===== config.mk =====
export PLATFORM = sky130hd
export DESIGN_NAME = hyb5_phase_selector
export DESIGN_NICKNAME = d
export VERILOG_FILES = /design/src/rtl/hyb5_pkg.sv /design/src/rtl/hyb5_range_check.sv /design/src/rtl/hyb5_zero_balancer.sv /design/src/rtl/hyb5_gate_encoder.sv /design/src/rtl/hyb5_phase_selector.sv
export SDC_FILE = /design/constraint.sdc
export NUM_CORES = 1
export LEC_CHECK = 0
export ABC_AREA = 1
export BUFFER_PORTS_ARGS = -buffer_cell sky130_fd_sc_hd__buf_2
export CORE_AREA = 2 2 39 41
export DETAILED_ROUTE_END_ITERATION = 16
export DIE_AREA = 0 0 41 43
export GPL_TIMING_DRIVEN = 0
export PLACE_DENSITY_LB_ADDON = 0.05
export SKIP_LAST_GASP = 1
export SYNTH_ARGS = -nofsm -noshare
export SYNTH_HDL_FRONTEND = slang
export SYNTH_SLANG_ARGS = --single-unit
export TNS_END_PERCENT = 20

===== constraint.sdc =====
create_clock -name clk -period 1 [get_ports clk]
set_clock_uncertainty 0.1 [all_clocks]
set_input_delay 0.1 -clock clk [delete_from_list [all_inputs] [get_ports clk]]
set_output_delay 0.1 -clock clk [all_outputs]
set_load 0.005 [all_outputs]

===== src/rtl/hyb5_pkg.sv =====
package hyb5_pkg;

  localparam int GATE_N = 6;

  // Redundant zero-voltage sets: A = S1,S4,S6 ; B = S2,S3,S5
  typedef enum logic {ZSET_A = 1'b0, ZSET_B = 1'b1} zset_e;

  localparam logic [GATE_N-1:0] PAT_ZERO_A = 6'b101001;
  localparam logic [GATE_N-1:0] PAT_ZERO_B = 6'b010110;
  localparam logic [GATE_N-1:0] PAT_POS2   = 6'b011001;
  localparam logic [GATE_N-1:0] PAT_NEG2   = 6'b100110;
  localparam logic [GATE_N-1:0] PAT_POS1   = 6'b011100;
  localparam logic [GATE_N-1:0] PAT_NEG1   = 6'b101100;

  // Level (half-bus units) plus zero-set choice -> switch pattern
  function automatic logic [GATE_N-1:0] gates_for(input int lvl, input zset_e z);
    logic [GATE_N-1:0] g;
    case (lvl)
      2:       g = PAT_POS2;
      1:       g = PAT_POS1;
      0:       g = (z == ZSET_A) ? PAT_ZERO_A : PAT_ZERO_B;
      -1:      g = PAT_NEG1;
      -2:      g = PAT_NEG2;
      default: g = '0;
    endcase
    return g;
  endfunction

  // Decode a pattern back to a phase level: bottom leg plus bridge
  function automatic int phase_units(input logic [GATE_N-1:0] g);
    int leg;
    int hb;
    leg = g[4] ? 1 : -1;
    if (g[0] && g[3])      hb = 1;
    else if (g[1] && g[2]) hb = -1;
    else                   hb = 0;
    return leg + hb;
  endfunction

endpackage


===== src/rtl/hyb5_range_check.sv =====
module hyb5_range_check #(
  parameter int LVL_W   = 3,
  parameter int LVL_MAX = 2
) (
  input  logic signed [LVL_W-1:0] lvl_i,
  output logic                    valid_o,
  output logic                    zero_o
);
  localparam int LVL_MIN = -LVL_MAX;

  always_comb begin
    valid_o = (int'(lvl_i) >= LVL_MIN) && (int'(lvl_i) <= LVL_MAX);
    zero_o  = (lvl_i == '0);
  end
endmodule


===== src/rtl/hyb5_zero_balancer.sv =====
module hyb5_zero_balancer
  import hyb5_pkg::*;
(
  input  logic  cur_pos_i,
  input  logic  cap_low_i,
  output zset_e zset_o,
  output logic  charging_o
);
  // With positive current set B charges the capacitor; with negative current set A does.
  zset_e charge_set;

  always_comb begin
    charge_set = cur_pos_i ? ZSET_B : ZSET_A;
    charging_o = cap_low_i;
    if (cap_low_i) zset_o = charge_set;
    else           zset_o = (charge_set == ZSET_B) ? ZSET_A : ZSET_B;
  end
endmodule


===== src/rtl/hyb5_gate_encoder.sv =====
module hyb5_gate_encoder
  import hyb5_pkg::*;
#(
  parameter int LVL_W = 3
) (
  input  logic signed [LVL_W-1:0] lvl_i,
  input  zset_e                   zset_i,
  output logic [GATE_N-1:0]       gates_o
);
  always_comb gates_o = gates_for(int'(lvl_i), zset_i);
endmodule


===== src/rtl/hyb5_phase_selector.sv =====
module hyb5_phase_selector
  import hyb5_pkg::*;
#(
  parameter int LVL_W   = 3,
  parameter int LVL_MAX = 2
) (
  input  logic             clk,
  input  logic             rst_n,
  input  logic             step_i,
  input  logic [LVL_W-1:0] level_i,
  input  logic             cur_pos_i,
  input  logic             cap_low_i,
  output logic [5:0]       gates_o
);
  logic signed [LVL_W-1:0] lvl_s;
  logic                    cmd_valid;
  logic                    zero_cmd;
  logic                    step_take;
  logic                    charging;
  zset_e                   zset;
  logic [GATE_N-1:0]       gates_nxt;
  logic [GATE_N-1:0]       gates_q;

  assign lvl_s = $signed(level_i);

  hyb5_range_check #(.LVL_W(LVL_W), .LVL_MAX(LVL_MAX)) i_range (
    .lvl_i   (lvl_s),
    .valid_o (cmd_valid),
    .zero_o  (zero_cmd)
  );

  hyb5_zero_balancer i_bal (
    .cur_pos_i  (cur_pos_i),
    .cap_low_i  (cap_low_i),
    .zset_o     (zset),
    .charging_o (charging)
  );

  hyb5_gate_encoder #(.LVL_W(LVL_W)) i_enc (
    .lvl_i   (lvl_s),
    .zset_i  (zset),
    .gates_o (gates_nxt)
  );

  // Only a strobe with an in-range command loads a new pattern
  assign step_take = step_i && cmd_valid;

  always_ff @(posedge clk or negedge rst_n) begin
    if (!rst_n)         gates_q <= '0;
    else if (step_take) gates_q <= gates_nxt;
  end

  assign gates_o = gates_q;
endmodule


==> impl_metrics.py <==
metrics = {
    "yosys": {
        "synth_area_leaders": "dfrtp_1 (34%), nand2_1 (22%), ha_1 (8.4%)",
        "synth_common_cells": "nand2_1 (26), dfrtp_1 (6), nand2_2 (5), nand3_1 (5), inv_1 (4)",
        "synth_area_leader_cell": "dfrtp_1",
        "yosys.cell_count.top_type": "nand2_1",
        "synth-edff-count": 0,
        "syn_inst": 59,
        "netlist_area_um2": 447.9,
        "synth-seq-cells": 6,
        "synthDistinctLibCells": 13,
        "syn-num-nets": 70,
        "async_flop_share": 1.000,
        "synth.top_cell.area_share": 0.3352,
        "yosys_warnings": 0,
        "syn_avg_cell_area_um2": 7.592,
        "synth.yosys.seq_area_share": 0.3352,
        "synth_ff_type": "dfrtp_1",
    },
    "clock_network": {
        "clock_path_buffers": 2,
        "cts_tree": "yes",
        "numCtsBuffers": 3,
        "htree_levels": 1,
        "insertion_delay_ps": 250,
        "clk_pin_slew_worst_paths_ps": 50,
        "cts_num_sinks": 6,
        "cts-root-buf": "clkbuf_4",
    },
    "sta": {
        "hold_viol_final": 0,
        "finalCriticalPeriod_ps": 949.7,
        "rsz0062_at_grt": "false",
        "relSlewSlack": 0.8886,
        "max_freq_mhz": 1053,
        "worst_pin_slew_ps": 166.8,
        "setup-tns-final_ps": 0,
        "slew_violations": 0,
        "finalCritPeriodShare": 0.9497,
        "setup_viol": 0,
        "holdWs_ps": 106.2,
        "fin_ws_ps": 50.30,
    },
    "global_routing": {
        "grt-ovfl-total": 0,
        "grt_pass1_vias": 381,
        "grt_pass1_wl_um": 1455,
        "grt_usage": 0.1242,
        "grt_use_met2": 0.1563,
        "busiest_layer": "met1",
        "grt_use_met3": 0.07853,
        "antenna_found_initial": 0,
        "grt_max_degree": 9,
        "grtUsageMet1": 0.1705,
    },
    "finish": {
        "largest_reg_flops": 6,
        "antenna_cells": 0,
        "area_growth_pct": 30.73,
        "drive_above_1_share": 0.4231,
        "layoutNonFillerInstCount": 94,
        "stdcell_area_um2": 585.6,
        "multi_input_area_um2": 266.5,
        "fill_cells": 154,
        "nNetsFinal": 91,
        "register_area_um2": 150.1,
    },
    "worst_setup_path": {
        "cpPeakStageDelay_ps": 370,
        "reg2reg_depth": 2,
        "path_class": "flop to output port",
        "cp-end-kind": "output port",
        "path_cells": "buf_2",
        "timing.rr.end": "gates_o[3]",
        "slowest_stage": "dfrtp_1",
        "path_depth": 1,
        "r2r_slack_ps": 270,
        "crit_fanout": 2,
        "path_buf_inv": 1,
        "worstPathRequired_ps": 800,
        "cp.arrival_ps": 750,
        "crit_family": "flip-flops",
        "crit-reg2reg-launch": "gates_o[3]",
        "start_kind": "flop",
    },
    "drt": {
        "final_antenna_net_count": 0,
        "drtPass1Iterations": 2,
        "drt-total-wl_um": 867,
        "drtIter0Drc": 2,
        "via_per_inst": 4.266,
        "routedWlPerCell_um": 9.223,
        "vias": 401,
        "drc": 0,
    },
    "placed_design": {
        "globalplace.congestion": 0.7305,
        "port_buffers": 13,
        "dp_hpwl_um": 645.1,
        "pre_cts_slack_ps": -249.9,
        "place_area_um2": 533.0,
        "dpl.cell_count": 88,
    },
    "pwr": {
        "power_density_nw_per_um2": 1178,
        "vdd_drop_max_mv": 0.4881,
        "leakage_nw": 0.3584,
    },
    "floorplanning": {
        "io-pin-count": 14,
        "die_y_um": 43,
        "fp.coreArea_um2": 1384,
        "die_w_um": 41,
        "start_util": 0.3237,
        "rows": 14,
        "die-area_um2": 1763,
    },
    "flow_run": {
        "cap_violations": 0,
    },
    "run_status": {
        "status": "complete, no violations",
    },
    "min_path": {
        "hp-class": "primary input to async pin",
    },
}
[per-stage QoR]
stage	total power, mW	util
after floorplan	0.3869	-
after global placement	0.4564	0.3852
after detailed placement	0.4574	0.3852
after CTS	0.6933	0.4087
after global routing	0.7528	0.4231
final	0.6900	0.4231
[layout make-up]
type / count / share of cell area
tap: 16 / 0.03419
sequential: 6 / 0.2564
inverter: 8 / 0.05342
timing repair buffer: 16 / 0.1624
clock buffer: 3 / 0.03846
multi-input combinational: 45 / 0.4551
[metal layers]
metal | vias up | wire length, µm
li1 | 219 | -
met1 | 169 | 453
met2 | 13 | 358
met3 | 0 | 55
met4 | 0 | 0
met5 | - | 0
[how the worst max path moves through the flow]
stage / from / to / slack, ps
final: gates_o[1] / gates_o[1] / 50
after global routing: gates_o[0] / gates_o[0] / 8
after CTS: level_i[1] / gates_o[5] / 3
after detailed placement: level_i[1] / gates_o[0] / -250
after global placement: level_i[1] / gates_o[0] / -250
after floorplan: level_i[2] / gates_o[0] / 40
[cells in the final DEF (no fill, tap or decap)]
cell / instances
buf_4: 4
nand3b_1: 1
clkbuf_4: 3
nand3_1: 5
nand3_4: 2
buf_2: 11
inv_2: 4
nand2_1: 26
nor2_2: 1
ha_1: 3
dlygate4sd3_1: 1
clkinv_2: 1
nand3_2: 1
a21oi_4: 1
inv_1: 3
nand2_2: 5
dfrtp_1: 6
[cell families (layout without fill, tap and decap cells)]
| kind of cell | after synthesis | in the layout | synth area share |
|---|---|---|---|
| adder cells (fa/ha/maj) | 3 | 3 | 0.08381 |
| flip-flops | 6 | 6 | 0.3352 |
| AO/OA/AOI/OAI | 1 | 1 | 0.03632 |
| AND/OR/NAND/NOR | 41 | 41 | 0.4749 |
| buffers and inverters | 8 | 27 | 0.06981 |
[what timing repair did]
| action | 4_1_cts | 5_1_grt |
|---|---|---|
| buffers inserted | 0 | 2 |
| endpoints found under the hold margin | 6 | 0 |
| resized for setup | 0 | 4 |
| setup endpoints to repair | 0 | 6 |
| hold buffers | 1 | 0 |
[power breakdown]
part	internal (mW)	total, mW	leakage [nW]	switching, mW
Clock	0.136	0.225	0.0138	0.0889
Combinational	0.0823	0.183	0.264	0.101
Sequential	0.270	0.282	0.0803	0.0119
Power figures use the tool's default switching activity.
